### config.mk
export PLATFORM = sky130hd
export DESIGN_NAME = bslice_datapath
export DESIGN_NICKNAME = d
export VERILOG_FILES = /design/src/rtl/bslice_pkg.sv /design/src/rtl/bslice_alu_slice.sv /design/src/rtl/bslice_regfile.sv /design/src/rtl/bslice_dest_unit.sv /design/src/rtl/bslice_datapath.sv
export SDC_FILE = /design/constraint.sdc
export NUM_CORES = 1
export LEC_CHECK = 0
export BUFFER_PORTS_ARGS = -buffer_cell sky130_fd_sc_hd__buf_2
export CORE_MARGIN = 10
export CORE_UTILIZATION = 45
export DETAILED_ROUTE_END_ITERATION = 8
export PLACE_DENSITY = 0.62
export SLEW_MARGIN = 20
export SYNTH_ARGS = -nofsm -noshare
export SYNTH_HDL_FRONTEND = slang
export SYNTH_SLANG_ARGS = --single-unit
### constraint.sdc
create_clock -name clk_i -period 14.7 [get_ports clk_i]
set_clock_uncertainty 0.15 [all_clocks]
set_input_delay 3.675 -clock clk_i [delete_from_list [all_inputs] [get_ports clk_i]]
set_output_delay 3.675 -clock clk_i [all_outputs]
set_load 0.02 [all_outputs]
### src/rtl/bslice_pkg.sv
`timescale 1ns/1ps
package bslice_pkg;
  typedef enum logic [2:0] {
    SRC_AQ, SRC_AB, SRC_ZQ, SRC_ZB, SRC_ZA, SRC_DA, SRC_DQ, SRC_DZ
  } src_e;

  typedef enum logic [2:0] {
    FN_ADD, FN_S_MINUS_R, FN_R_MINUS_S, FN_OR, FN_AND, FN_ANDN_R, FN_XOR, FN_XNOR
  } fn_e;

  typedef enum logic [2:0] {
    DST_LOAD_Q, DST_NONE, DST_REG_SHOW_A, DST_REG,
    DST_SHR_RQ, DST_SHR_R, DST_SHL_RQ, DST_SHL_R
  } dst_e;

  function automatic logic fn_is_arith(fn_e f);
    return (f == FN_ADD) || (f == FN_S_MINUS_R) || (f == FN_R_MINUS_S);
  endfunction
endpackage

### src/rtl/bslice_alu_slice.sv
`timescale 1ns/1ps
module bslice_alu_slice
  import bslice_pkg::*;
#(
  parameter int W = 4
) (
  input  logic [W-1:0] r_i,
  input  logic [W-1:0] s_i,
  input  fn_e          fn_i,
  input  logic         c_i,
  output logic [W-1:0] f_o,
  output logic         c_o
);
  logic [W-1:0] r_eff, s_eff;
  logic [W:0]   sum;

  always_comb begin
    r_eff = (fn_i == FN_S_MINUS_R) ? ~r_i : r_i;
    s_eff = (fn_i == FN_R_MINUS_S) ? ~s_i : s_i;
    sum   = {1'b0, r_eff} + {1'b0, s_eff} + {{W{1'b0}}, c_i};
    c_o   = 1'b0;
    f_o   = '0;
    unique case (fn_i)
      FN_ADD, FN_S_MINUS_R, FN_R_MINUS_S: begin
        f_o = sum[W-1:0];
        c_o = sum[W];
      end
      FN_OR:     f_o = r_i | s_i;
      FN_AND:    f_o = r_i & s_i;
      FN_ANDN_R: f_o = ~r_i & s_i;
      FN_XOR:    f_o = r_i ^ s_i;
      FN_XNOR:   f_o = ~(r_i ^ s_i);
      default:   f_o = '0;
    endcase
  end
endmodule

### src/rtl/bslice_regfile.sv
`timescale 1ns/1ps
module bslice_regfile #(
  parameter int W  = 16,
  parameter int AW = 4
) (
  input  logic          clk_i,
  input  logic          rst_ni,
  input  logic          we_i,
  input  logic [AW-1:0] waddr_i,
  input  logic [W-1:0]  wdata_i,
  input  logic [AW-1:0] raddr_a_i,
  input  logic [AW-1:0] raddr_b_i,
  output logic [W-1:0]  rdata_a_o,
  output logic [W-1:0]  rdata_b_o
);
  localparam int NREG = 1 << AW;

  logic [W-1:0] mem_q [NREG];

  always_ff @(posedge clk_i or negedge rst_ni) begin
    if (!rst_ni) begin
      for (int i = 0; i < NREG; i++) mem_q[i] <= '0;
    end else if (we_i) begin
      mem_q[waddr_i] <= wdata_i;
    end
  end

  assign rdata_a_o = mem_q[raddr_a_i];
  assign rdata_b_o = mem_q[raddr_b_i];
endmodule

### src/rtl/bslice_dest_unit.sv
`timescale 1ns/1ps
module bslice_dest_unit
  import bslice_pkg::*;
#(
  parameter int W = 16
) (
  input  dst_e         dst_i,
  input  logic [W-1:0] f_i,
  input  logic [W-1:0] q_i,
  input  logic [W-1:0] rd_a_i,
  input  logic         fill_one_i,
  input  logic         fill_sv_i,
  input  logic         sign_i,
  input  logic         ovf_i,
  output logic         rf_we_o,
  output logic [W-1:0] rf_wdata_o,
  output logic         q_we_o,
  output logic [W-1:0] q_next_o,
  output logic [W-1:0] y_o,
  output logic         shift_out_o
);
  logic fill;

  // forced one wins over the sign/overflow correction
  assign fill = fill_one_i | (fill_sv_i & (sign_i ^ ovf_i));

  always_comb begin
    rf_we_o     = 1'b0;
    rf_wdata_o  = f_i;
    q_we_o      = 1'b0;
    q_next_o    = f_i;
    y_o         = f_i;
    shift_out_o = 1'b0;
    unique case (dst_i)
      DST_LOAD_Q: q_we_o = 1'b1;
      DST_NONE:   ;
      DST_REG_SHOW_A: begin
        rf_we_o = 1'b1;
        y_o     = rd_a_i;
      end
      DST_REG: rf_we_o = 1'b1;
      DST_SHR_RQ: begin
        rf_we_o     = 1'b1;
        rf_wdata_o  = {fill, f_i[W-1:1]};
        q_we_o      = 1'b1;
        q_next_o    = {f_i[0], q_i[W-1:1]};
        shift_out_o = q_i[0];
      end
      DST_SHR_R: begin
        rf_we_o     = 1'b1;
        rf_wdata_o  = {fill, f_i[W-1:1]};
        shift_out_o = f_i[0];
      end
      DST_SHL_RQ: begin
        rf_we_o     = 1'b1;
        rf_wdata_o  = {f_i[W-2:0], q_i[W-1]};
        q_we_o      = 1'b1;
        q_next_o    = {q_i[W-2:0], 1'b0};
        shift_out_o = f_i[W-1];
      end
      DST_SHL_R: begin
        rf_we_o     = 1'b1;
        rf_wdata_o  = {f_i[W-2:0], 1'b0};
        shift_out_o = f_i[W-1];
      end
      default: ;
    endcase
  end
endmodule

### src/rtl/bslice_datapath.sv
`timescale 1ns/1ps
module bslice_datapath
  import bslice_pkg::*;
#(
  parameter int SLICE_W  = 4,
  parameter int N_SLICES = 4,
  parameter int AW       = 4
) (
  input  logic                          clk_i,
  input  logic                          rst_ni,
  input  logic [2:0]                    src_sel_i,
  input  logic [2:0]                    fn_sel_i,
  input  logic [2:0]                    dst_sel_i,
  input  logic [AW-1:0]                 addr_a_i,
  input  logic [AW-1:0]                 addr_b_i,
  input  logic                          cin_i,
  input  logic                          fill_one_i,
  input  logic                          fill_sv_i,
  input  logic [SLICE_W*N_SLICES-1:0]   d_i,
  output logic [SLICE_W*N_SLICES-1:0]   y_o,
  output logic                          sign_o,
  output logic                          ovf_o,
  output logic                          shift_out_o
);
  localparam int W = SLICE_W * N_SLICES;

  src_e src;
  fn_e  fn;
  dst_e dst;
  assign src = src_e'(src_sel_i);
  assign fn  = fn_e'(fn_sel_i);
  assign dst = dst_e'(dst_sel_i);

  logic [W-1:0] rd_a, rd_b, q_q, op_r, op_s, f_w;
  logic [W-1:0] rf_wdata, q_next;
  logic         rf_we, q_we;
  logic [N_SLICES:0] carry;

  bslice_regfile #(.W(W), .AW(AW)) i_rf (
    .clk_i     (clk_i),
    .rst_ni    (rst_ni),
    .we_i      (rf_we),
    .waddr_i   (addr_b_i),
    .wdata_i   (rf_wdata),
    .raddr_a_i (addr_a_i),
    .raddr_b_i (addr_b_i),
    .rdata_a_o (rd_a),
    .rdata_b_o (rd_b)
  );

  always_comb begin
    unique case (src)
      SRC_AQ:  begin op_r = rd_a; op_s = q_q;  end
      SRC_AB:  begin op_r = rd_a; op_s = rd_b; end
      SRC_ZQ:  begin op_r = '0;   op_s = q_q;  end
      SRC_ZB:  begin op_r = '0;   op_s = rd_b; end
      SRC_ZA:  begin op_r = '0;   op_s = rd_a; end
      SRC_DA:  begin op_r = d_i;  op_s = rd_a; end
      SRC_DQ:  begin op_r = d_i;  op_s = q_q;  end
      SRC_DZ:  begin op_r = d_i;  op_s = '0;   end
      default: begin op_r = '0;   op_s = '0;   end
    endcase
  end

  assign carry[0] = cin_i;

  for (genvar i = 0; i < N_SLICES; i++) begin : g_slice
    bslice_alu_slice #(.W(SLICE_W)) i_slice (
      .r_i  (op_r[i*SLICE_W +: SLICE_W]),
      .s_i  (op_s[i*SLICE_W +: SLICE_W]),
      .fn_i (fn),
      .c_i  (carry[i]),
      .f_o  (f_w[i*SLICE_W +: SLICE_W]),
      .c_o  (carry[i+1])
    );
  end

  // carry into the MSB recovered from the effective adder inputs
  logic r_msb_eff, s_msb_eff, c_into_msb;
  assign r_msb_eff  = (fn == FN_S_MINUS_R) ? ~op_r[W-1] : op_r[W-1];
  assign s_msb_eff  = (fn == FN_R_MINUS_S) ? ~op_s[W-1] : op_s[W-1];
  assign c_into_msb = f_w[W-1] ^ r_msb_eff ^ s_msb_eff;

  assign sign_o = f_w[W-1];
  assign ovf_o  = fn_is_arith(fn) & (c_into_msb ^ carry[N_SLICES]);

  bslice_dest_unit #(.W(W)) i_dest (
    .dst_i       (dst),
    .f_i         (f_w),
    .q_i         (q_q),
    .rd_a_i      (rd_a),
    .fill_one_i  (fill_one_i),
    .fill_sv_i   (fill_sv_i),
    .sign_i      (sign_o),
    .ovf_i       (ovf_o),
    .rf_we_o     (rf_we),
    .rf_wdata_o  (rf_wdata),
    .q_we_o      (q_we),
    .q_next_o    (q_next),
    .y_o         (y_o),
    .shift_out_o (shift_out_o)
  );

  always_ff @(posedge clk_i or negedge rst_ni) begin
    if (!rst_ni)   q_q <= '0;
    else if (q_we) q_q <= q_next;
  end
endmodule

==> results.yml, run 1 <==
drt:
  post-route-drc-count: 0
  detail_route.first_pass.iterations: 5
  vias: 14272
  wirelength_um: 58730
  routed_via_density: 6.363
  drt_iter0_drc: 1441
  route.detailed.wl_per_inst_um: 26.19
  antenna_violating_nets_post_route: 0
sta:
  setup-violations-final: 0
  rsz0062_at_grt: "no"
  worst_slew_pin_slew_ns: 1.140
  timing.final.max_slew_violations: 0
  finalHoldViolCount: 0
  post_route_clock_period_utilization_pct: 97.33
  fmax_mhz: 69.89
  fin_crit_ns: 14.31
  setup_slack_ns: 0.3920
  max_slew_margin_pct: 22.52
place:
  dp_slack_ns: -0.09817
  placement.io_buffers: 56
  dpl.hpwl_um: 40910
  placed_cells: 2186
  gp_routability_congestion: 0.9523
logic_synthesis:
  synth-edff-count: 0
  share_of_synthesized_area_occupied_by_flip_flops_and_latches_pct: 37.71
  mean_syn_cell_area_um2: 11.11
  most_frequently_used_flop_master_after_synthesis: "sky130_fd_sc_hd__dfrtp_1"
  cell_area_synth_um2: 18050
  post_synth_num_cell_types: 86
  synth.ff_latch_count: 272
  synth-warning-count: 0
  syn_inst: 1624
  synthArstFlopShare_pct: 100.0
  syn-num-nets: 1698
cts:
  clock_tree_from_tritoncts: "yes"
  ctsLongestPathBuffers: 3
  clkLatencyLatePin_ns: 0.59
  cts.root.buffer_cell: "sky130_fd_sc_hd__clkbuf_16"
  ctsHtreeMaxLevel: 1
  worst_setup_hold_path_clk_slew_ns: 0.06
  cts-buffers-inserted: 30
  cts_num_sinks: 272
  postCtsHoldBufs: 0
worst_setup_path:
  critical_path_buf_inv_count: 5
  critPathSlowestCell: "sky130_fd_sc_hd__mux4_2"
  timing.critical_path.fanout_max: 6
  end_kind: "output pin"
  critical-path-max-stage-delay_ns: 0.51
  worst-setup-path-type: "in2out"
  timing.critical_path.mode_cell: "sky130_fd_sc_hd__fa_2"
  timing.critical_path.from_type: "primary input"
  worstPathArrival_ns: 10.48
  required_ns: 10.88
  cell_family_with_the_largest_share_of_critical_path_delay: "adder cells"
  reg2reg_slack_ns: 6.53
cells_and_area:
  finalCoreUtilization_pct: 51.33
  finalNetCount: 1769
  fillCellCount: 3496
  fin_cells: 2243
  layout-drive-gt1-share_pct: 30.91
  insertedDiodeCount: 0
  layout-area-overhead-vs-synth_pct: 13.00
grt:
  global_route.overflow_total: 0
  first_pass_grt_wire_length_um: 90140
  grt_start_max_net_pins: 160
  number_of_global_route_vias_before_repair: 14354
  grt_antenna_before_repair: 0
  grtUsageTotal_pct: 24.25
power_and_ir_drop:
  vdd_ir_drop_max_mv: 0.09470
  static-leakage-power_nw: 8.484
  cellPowerDensity_nw_per_um2: 162.3
floorplan:
  start_util_pct: 45.43
  rows: 73
  number_of_i_o_pins: 57
  core-area_um2: 39730
  floorplan.die.height_um: 220.3
  fp.dieW_um: 220.3
  fp.dieArea_um2: 48520
run_status:
  outcome: "complete, no violations"
min_path:
  hp-class: "reg2reg"
job:
  cap_viol_max_count: 0
-- synth_stat cells (all sizes together), types with 15 or more instances --
cell type / count / area, µm²
o21ai: 68 / 347.8
buf: 56 / 396.6
mux2i: 46 / 468.0
dfrtp: 272 / 6807
nand2: 136 / 510.5
o31ai: 17 / 132.6
mux2: 127 / 1468
a21oi: 146 / 734.5
nor3: 20 / 100.1
nor2: 161 / 619.3
mux4: 140 / 3187
inv: 35 / 131.4
ha: 28 / 350.3
o22ai: 29 / 200.2
nor2b: 16 / 100.1
clkbuf: 60 / 225.2
o21a: 17 / 127.6
a22oi: 15 / 112.6
xor2: 28 / 245.2
and2: 23 / 143.9
xnor2: 31 / 271.5
nand3: 17 / 90.09
-- report_power, final --
| group | switching [mW] | internal (mW) | leakage, nW |
|---|---|---|---|
| logic | 0.627 | 0.635 | 4.64 |
| clock network | 0.326 | 0.492 | 0.530 |
| registers | 0.214 | 1.01 | 3.31 |
| total | 1.17 | 2.14 | 8.48 |
-- kinds of logic (layout without fill, tap and decap cells) --
group | Yosys count | after routing | share of synthesized area (%)
flops | 272 | 272 | 37.71
xor+xnor | 60 | 60 | 2.988
mux | 313 | 313 | 28.38
fa+ha+maj | 36 | 36 | 2.828
compound gates | 381 | 381 | 13.81
simple gates | 409 | 409 | 10.07
buf+inv | 153 | 247 | 4.215
-- state kept, by name (all words and copies together), names as in the netlist --
name        cells
i_rf.mem_q    256
q_q            16
-- tightest hold or removal path, stage by stage (launching register included) --
cell	delay (ns)
sky130_fd_sc_hd__dfrtp_1	0.36
sky130_fd_sc_hd__nand2_1	0.05
sky130_fd_sc_hd__o21ai_0	0.06
-- area by class of cell --
type | instances | area [µm²] | area share [%]
Inverter | 37 | 138.9 | 0.6809
Tap cell | 525 | 656.9 | 3.221
Clock inverter | 14 | 210.2 | 1.031
Multi-Input combinational cell | 1199 | 10590 | 51.92
Clock buffer | 41 | 882.1 | 4.325
Sequential cell | 272 | 6807 | 33.37
Timing Repair Buffer | 155 | 1111 | 5.448
-- timing repair --
action,in CTS,in global routing
resized for setup,2,17
setup buffers,0,2
endpoints found under the setup margin,1,2
pin swaps,0,6
-- worst paths after layout --
| kind | from | depth (start not counted) | end |
|---|---|---|---|
| max | addr_b_i[0] | 33 | ovf_o |
| min | i_rf.mem_q[32] | 2 | i_rf.mem_q[32] |
| max reg2reg | i_rf.mem_q[128] | 32 | i_rf.mem_q[79] |
| min reg2reg | i_rf.mem_q[32] | 2 | i_rf.mem_q[32] |
| max in group asynchronous | rst_ni | 2 | i_rf.mem_q[22] |
| min in group asynchronous | rst_ni | 1 | i_rf.mem_q[26] |
-- metal layers --
layer	track usage (%)	part of all wire, %	wire, µm
met1	32.44	41	24020
met2	38.78	46	27200
met3	4.042	8.5	5015
met4	9.655	4.2	2492
met5	0	0	0
-- placed cells by master (no fill, tap or decap), types with 10 or more instances in the layout --
cell                          n
sky130_fd_sc_hd__mux4_2     131
sky130_fd_sc_hd__ha_1        28
sky130_fd_sc_hd__and2_1      22
sky130_fd_sc_hd__o22a_1      14
sky130_fd_sc_hd__mux2_2     116
sky130_fd_sc_hd__clkbuf_16   30
sky130_fd_sc_hd__o31ai_1     16
sky130_fd_sc_hd__o21ai_1     10
sky130_fd_sc_hd__nand2_1    136
sky130_fd_sc_hd__o22ai_1     26
sky130_fd_sc_hd__a21oi_1    144
sky130_fd_sc_hd__a22oi_1     15
sky130_fd_sc_hd__xor2_1      28
sky130_fd_sc_hd__nand2b_1    12
sky130_fd_sc_hd__mux2_4      10
sky130_fd_sc_hd__nand3_1     16
sky130_fd_sc_hd__nor2b_1     16
sky130_fd_sc_hd__buf_2       50
sky130_fd_sc_hd__o21a_1      17
sky130_fd_sc_hd__mux2i_1     39
sky130_fd_sc_hd__nor3_1      14
sky130_fd_sc_hd__xnor2_1     31
sky130_fd_sc_hd__inv_1       32
sky130_fd_sc_hd__o21ai_0     54
sky130_fd_sc_hd__nor2_2      13
sky130_fd_sc_hd__nor2_1     146
sky130_fd_sc_hd__dfrtp_1    272
sky130_fd_sc_hd__buf_4       96
-- stage by stage --
step | power [mW] | TNS [ns] | hold slack (ns) | cell area [µm²]
2_1_floorplan | 2.075 | 0 | 0.3080 | 18050
3_5_place_dp | 2.470 | -0.09817 | 0.3401 | 19230
3_3_place_gp | 2.427 | -0.1329 | 0.3298 | 19230
4_1_cts | 3.296 | 0 | 0.3548 | 20330
6_report | 3.309 | 0 | 0.3595 | 20400
5_1_grt | 3.494 | 0 | 0.3910 | 20400
Note: power is estimated with default switching activity, not from simulation.
==> inputs of run 2 (changes only) <==
Settings changed: GPL_TIMING_DRIVEN set to 0.
==> run 2 against run 1 <==
  * Utilization increased by 2.0 points
  * Combinational power is 9% higher
  * Clock power fell by 9.6%
  * Worst hold slack got worse by 0.0066 ns
  * Via count is 3.8% higher
  * Sequential power about the same
  * Critical path depth increased by 2
  * Routed wire length increased by 8.1%
  * Clock-buffer cell count increased by 4
  * Total power increased by 1.1%
  * Register-to-register slack worse by 3.3 ns
  * Critical path type unchanged
  * Critical endpoint unchanged
==> results.yml, run 2 (synthesized netlist as in run 1, its figures left out) <==
run_status:
  outcome: "complete, no violations"
worst_setup_path:
  timing.critical_path.mode_cell: "sky130_fd_sc_hd__fa_2"
  timing.critical_path.from_type: "primary input"
  ff2ff_path_depth: 67
  worst-setup-path-type: "in2out"
  worstPathArrival_ns: 10.71
  timing.critical_path.fanout_max: 10
  end_kind: "output pin"
  critical-path-max-stage-delay_ns: 0.44
  required_ns: 10.88
  critPathSlowestCell: "sky130_fd_sc_hd__a222oi_1"
place:
  gp_routability_congestion: 0.9577
  dp_slack_ns: -1.849
  placement.io_buffers: 49
  dpl.hpwl_um: 46470
sta:
  timing.final.max_slew_violations: 0
  timing.setup.tns_ns: 0
  setup_slack_ns: 0.1637
  max_slew_margin_pct: 27.26
  fmax_mhz: 68.79
  post_route_clock_period_utilization_pct: 98.89
  setup-violations-final: 0
  fin_crit_ns: 14.54
  worst_slew_pin_slew_ns: 1.061
  finalHoldViolCount: 0
cts:
  clkLatencyLatePin_ns: 0.59
  postCtsHoldBufs: 0
  clock_tree_from_tritoncts: "yes"
  worst_setup_hold_path_clk_slew_ns: 0.06
  ctsLongestPathBuffers: 3
  cts.root.buffer_cell: "sky130_fd_sc_hd__clkbuf_16"
  cts_num_sinks: 272
  cts-buffers-inserted: 30
  ctsHtreeMaxLevel: 1
cells_and_area:
  layout-drive-gt1-share_pct: 32.37
  layout-area-overhead-vs-synth_pct: 17.32
  final_cell_mix: "sky130_fd_sc_hd__dfrtp_1, sky130_fd_sc_hd__nor2_1, sky130_fd_sc_hd__a21oi_1"
  finalNetCount: 1850
  reg.largest.list: "i_rf.mem_q x256, q_q x16"
  regMostFlops: "i_rf.mem_q"
  largest_reg_flops: 256
  finalCoreUtilization_pct: 53.30
  mostFrequentLayoutCell: "sky130_fd_sc_hd__dfrtp_1"
grt:
  grtUsageTotal_pct: 25.93
  global_route.overflow_total: 0
  grt_start_max_net_pins: 98
  grt_antenna_before_repair: 1
  number_of_global_route_vias_before_repair: 14665
  first_pass_grt_wire_length_um: 94390
drt:
  post-route-drc-count: 0
  vias: 14815
  drt_iter0_drc: 1518
  detail_route.first_pass.iterations: 5
  route.detailed.wl_per_inst_um: 27.32
  antenna_violating_nets_post_route: 0
  wirelength_um: 63490
  routed_via_density: 6.375
power_and_ir_drop:
  overall_power_mw: 3.344
  vdd_ir_drop_max_mv: 0.1110
  static-leakage-power_nw: 8.789
  cellPowerDensity_nw_per_um2: 157.9
min_path:
  hp-class: "reg2reg"
  number_of_cells_on_the_worst_hold_path: 2
floorplan:
  core-area_um2: 39730
  fp.dieArea_um2: 48520
  fp.dieW_um: 220.3
  number_of_i_o_pins: 57
  floorplan.die.height_um: 220.3
  start_util_pct: 45.43
  rows: 73
job:
  cap_viol_max_count: 0
-- run 2: cell types whose count changed in the layout (fill, tap and decap cells not counted), moves of 4 or more --
| cell | before | now |
|---|---|---|
| sky130_fd_sc_hd__buf_12 | 4 | 11 |
| sky130_fd_sc_hd__buf_6 | 4 | 14 |
| sky130_fd_sc_hd__clkbuf_1 | 2 | 55 |
| sky130_fd_sc_hd__buf_2 | 50 | 63 |
| sky130_fd_sc_hd__o21ai_1 | 10 | 14 |
| sky130_fd_sc_hd__buf_16 | 0 | 7 |
| sky130_fd_sc_hd__o31ai_2 | 1 | 10 |
| sky130_fd_sc_hd__o31ai_1 | 16 | 6 |
| sky130_fd_sc_hd__clkbuf_2 | 0 | 8 |
| sky130_fd_sc_hd__mux2i_4 | 0 | 5 |
| sky130_fd_sc_hd__buf_4 | 96 | 73 |
| sky130_fd_sc_hd__buf_1 | 0 | 5 |
-- run 2: power breakdown --
part           switching (mW)  total [mW]  internal [mW]
sequential              0.221        1.24           1.02
clock                   0.312       0.740          0.428
combinational           0.679        1.37          0.689
-- run 2: final cells by class --
cell class | instances | area, µm²
flip-flops and latches | 272 | 6807
well taps | 525 | 656.9
inverters | 37 | 141.4
fillers | 3416 | 18560
plain buffers | 114 | 858.3
clock buffers | 45 | 877.1
diodes | 1 | 2.502
clock inverters | 9 | 87.58
repair buffers | 122 | 928.4
multi-input cells | 1199 | 10820
-- run 2: stage by stage --
| step | cells | hold slack, ns | cell area (µm²) |
|---|---|---|---|
| after floorplan | 1624 | 0.3080 | 18050 |
| after global placement | 2198 | 0.3223 | 18960 |
| after detailed placement | 2206 | 0.3332 | 19160 |
| after CTS | 2300 | 0.3462 | 20660 |
| after global routing | 2324 | 0.3800 | 21180 |
| final | 2324 | 0.3529 | 21180 |
-- run 2: per-layer routing --
| layer | global-route usage (%) | wire [µm] |
|---|---|---|
| met5 | 0 | 0 |
| met4 | 13.88 | 3572 |
| met3 | 4.943 | 5447 |
| met2 | 41.53 | 29710 |
| met1 | 32.87 | 24770 |
-- run 2: final timing paths --
kind | start | endpoint | slack (ns)
worst max-delay path | addr_a_i[2] | ovf_o | 0.16
worst min-delay path | i_rf.mem_q[207] | i_rf.mem_q[207] | 0.35
worst max register to register | i_rf.mem_q[128] | i_rf.mem_q[159] | 3.26
worst min register to register | i_rf.mem_q[207] | i_rf.mem_q[207] | 0.35
max in group asynchronous | rst_ni | i_rf.mem_q[109] | 10.54
min in group asynchronous | rst_ni | i_rf.mem_q[163] | 2.86
-- run 2: worst max-delay path: cells and delay by family --
family | cells | cell delay (ns)
muxes | 2 | 0.63
AOI/OAI and AO/OA | 7 | 1.33
buffers and inverters | 8 | 1.01
xor gates and xnor gates | 4 | 0.74
and+or+nand+nor | 7 | 0.89
adders and majority gates | 7 | 2.38
-- run 2: what timing repair did --
item	CTS	global route
pin swaps	8	22
cloned	0	2
endpoints found under the setup margin	9	21
setup buffers	42	22
resized for setup	69	82
==> inputs of run 3 (changes only) <==
Settings changed: BUFFER_PORTS_ARGS -buffer_cell sky130_fd_sc_hd__buf_2 to -buffer_cell sky130_fd_sc_hd__buf_4, REMOVE_ABC_BUFFERS set to 1.
==> run 3 against run 2 <==
  * Worst setup slack improved by 0.19 ns
  * Sequential power about the same
  * Register-to-register slack gained 3.3 ns
  * Routed wire length is 15% lower
  * Flip-flop and latch count unchanged
  * Cell count fell by 6.5%
  * Non-clock buffer count fell by 150
  * First-iteration DRC count fell by 19%
  * Worst hold slack lost 0.0095 ns
  * Design area down 4.4%
  * Critical path type unchanged
  * Highest routed layer unchanged
==> results.yml, run 3 (synthesized netlist as in run 1, its figures left out) <==
run_status:
  outcome: "complete, no violations"
cells_and_area:
  layout-drive-gt1-share_pct: 28.22
  final_cell_mix: "sky130_fd_sc_hd__dfrtp_1, sky130_fd_sc_hd__nor2_1, sky130_fd_sc_hd__a21oi_1"
  finalNetCount: 1699
  layout-area-overhead-vs-synth_pct: 12.14
  regMostFlops: "i_rf.mem_q"
  largest_reg_flops: 256
  fin_cells: 2173
  insertedDiodeCount: 0
  mostFrequentLayoutCell: "sky130_fd_sc_hd__dfrtp_1"
  fillCellCount: 3478
  reg.largest.list: "i_rf.mem_q x256, q_q x16"
drt:
  antenna_violating_nets_post_route: 0
  post-route-drc-count: 0
  drt_iter0_drc: 1224
  route.detailed.wl_per_inst_um: 24.92
  wirelength_um: 54150
  detail_route.first_pass.iterations: 5
  routed_via_density: 6.280
  vias: 13647
power_and_ir_drop:
  static-leakage-power_nw: 8.269
  vdd_ir_drop_max_mv: 0.07987
  cellPowerDensity_nw_per_um2: 158.9
sta:
  final.hold.worst_slack_ns: 0.3434
  timing.final.max_slew_violations: 0
  fmax_mhz: 69.72
  setup-violations-final: 0
  post_route_clock_period_utilization_pct: 97.58
  worst_slew_pin_slew_ns: 0.9989
  setup_slack_ns: 0.3564
  max_slew_margin_pct: 33.19
  fin_crit_ns: 14.34
  rsz0062_at_grt: "no"
  finalHoldViolCount: 0
floorplan:
  start_util_pct: 45.43
  fp.dieW_um: 220.3
  fp.dieArea_um2: 48520
  floorplan.die.height_um: 220.3
  number_of_i_o_pins: 57
  core-area_um2: 39730
  rows: 73
worst_setup_path:
  critPathSlowestCell: "sky130_fd_sc_hd__mux4_2"
  timing.critical_path.from_type: "primary input"
  worst-setup-path-type: "in2out"
  worstPathArrival_ns: 10.52
  critical-path-max-stage-delay_ns: 0.54
  ff2ff_path_depth: 33
  timing.critical_path.fanout_max: 5
  timing.critical_path.mode_cell: "sky130_fd_sc_hd__fa_2"
  end_kind: "output pin"
  required_ns: 10.88
grt:
  grt_antenna_before_repair: 0
  grtUsageTotal_pct: 22.22
  global_route.overflow_total: 0
  number_of_global_route_vias_before_repair: 13693
  grt_start_max_net_pins: 82
  first_pass_grt_wire_length_um: 83610
place:
  placed_cells: 2107
  dpl.hpwl_um: 36380
  dp_slack_ns: -1.361
  placement.io_buffers: 56
  gp_routability_congestion: 0.8872
cts:
  ctsHtreeMaxLevel: 1
  ctsLongestPathBuffers: 3
  cts.root.buffer_cell: "sky130_fd_sc_hd__clkbuf_16"
  cts-buffers-inserted: 29
  clock_tree_from_tritoncts: "yes"
  worst_setup_hold_path_clk_slew_ns: 0.06
  postCtsHoldBufs: 0
  clkLatencyLatePin_ns: 0.58
  cts_num_sinks: 272
min_path:
  hp-class: "reg2reg"
  number_of_cells_on_the_worst_hold_path: 2
job:
  cap_viol_max_count: 0
[run 3: what timing repair did]
action	4_1_cts	5_1_grt
hold endpoints to repair	0	0
pin swaps	6	6
endpoints found under the setup margin	7	5
cloned	4	1
resized for setup	32	9
setup buffers	6	1
[run 3: report_power, final]
part	switching, mW	internal [mW]	total [mW]
clock	0.314	0.448	0.762
combinational	0.609	0.626	1.24
sequential	0.204	1.01	1.22
[run 3: cell type report]
cell class | count | area (µm²) | area share (%)
Multi-Input combinational cell | 1199 | 10700 | 52.85
Sequential cell | 272 | 6807 | 33.63
Timing Repair Buffer | 86 | 940.9 | 4.649
Clock buffer | 43 | 838.3 | 4.142
Tap cell | 525 | 656.9 | 3.245
Inverter | 37 | 153.9 | 0.7603
Clock inverter | 11 | 147.6 | 0.7294
[run 3: through the flow]
stage | utilization (%) | power (mW) | TNS [ns] | instance area (µm²)
after global placement | 46.58 | 2.359 | -18.12 | 18510
after global routing | 50.94 | 3.395 | 0 | 20240
after floorplan | - | 2.031 | -0.2258 | 17430
after detailed placement | 47.48 | 2.422 | -6.124 | 18860
after CTS | 50.78 | 3.207 | 0 | 20180
final | 50.94 | 3.216 | 0 | 20240
[run 3: path summary, 6_finish.rpt]
kind / start / endpoint / slack (ns)
max: addr_b_i[0] / ovf_o / 0.36
min: i_rf.mem_q[159] / i_rf.mem_q[159] / 0.34
max reg2reg: i_rf.mem_q[128] / i_rf.mem_q[79] / 6.59
min reg2reg: i_rf.mem_q[159] / i_rf.mem_q[159] / 0.34
max in group asynchronous: rst_ni / i_rf.mem_q[153] / 10.36
min in group asynchronous: rst_ni / i_rf.mem_q[65] / 2.88
[run 3: worst max-delay path: cells and delay by family]
family / cells / cell delay (ns)
muxes: 2 / 1.06
xor gates and xnor gates: 4 / 0.73
and+or+nand+nor: 6 / 0.69
buffers and inverters: 5 / 0.51
AOI/OAI and AO/OA: 8 / 1.12
adders and majority gates: 8 / 2.73
[run 3: routing by layer]
layer / up-vias / wire, µm / track usage [%]
li1: 6085 / - / -
met1: 6945 / 23380 / 30.17
met2: 534 / 25610 / 36.46
met3: 83 / 3716 / 3.113
met4: 0 / 1453 / 6.619
met5: - / 0 / 0
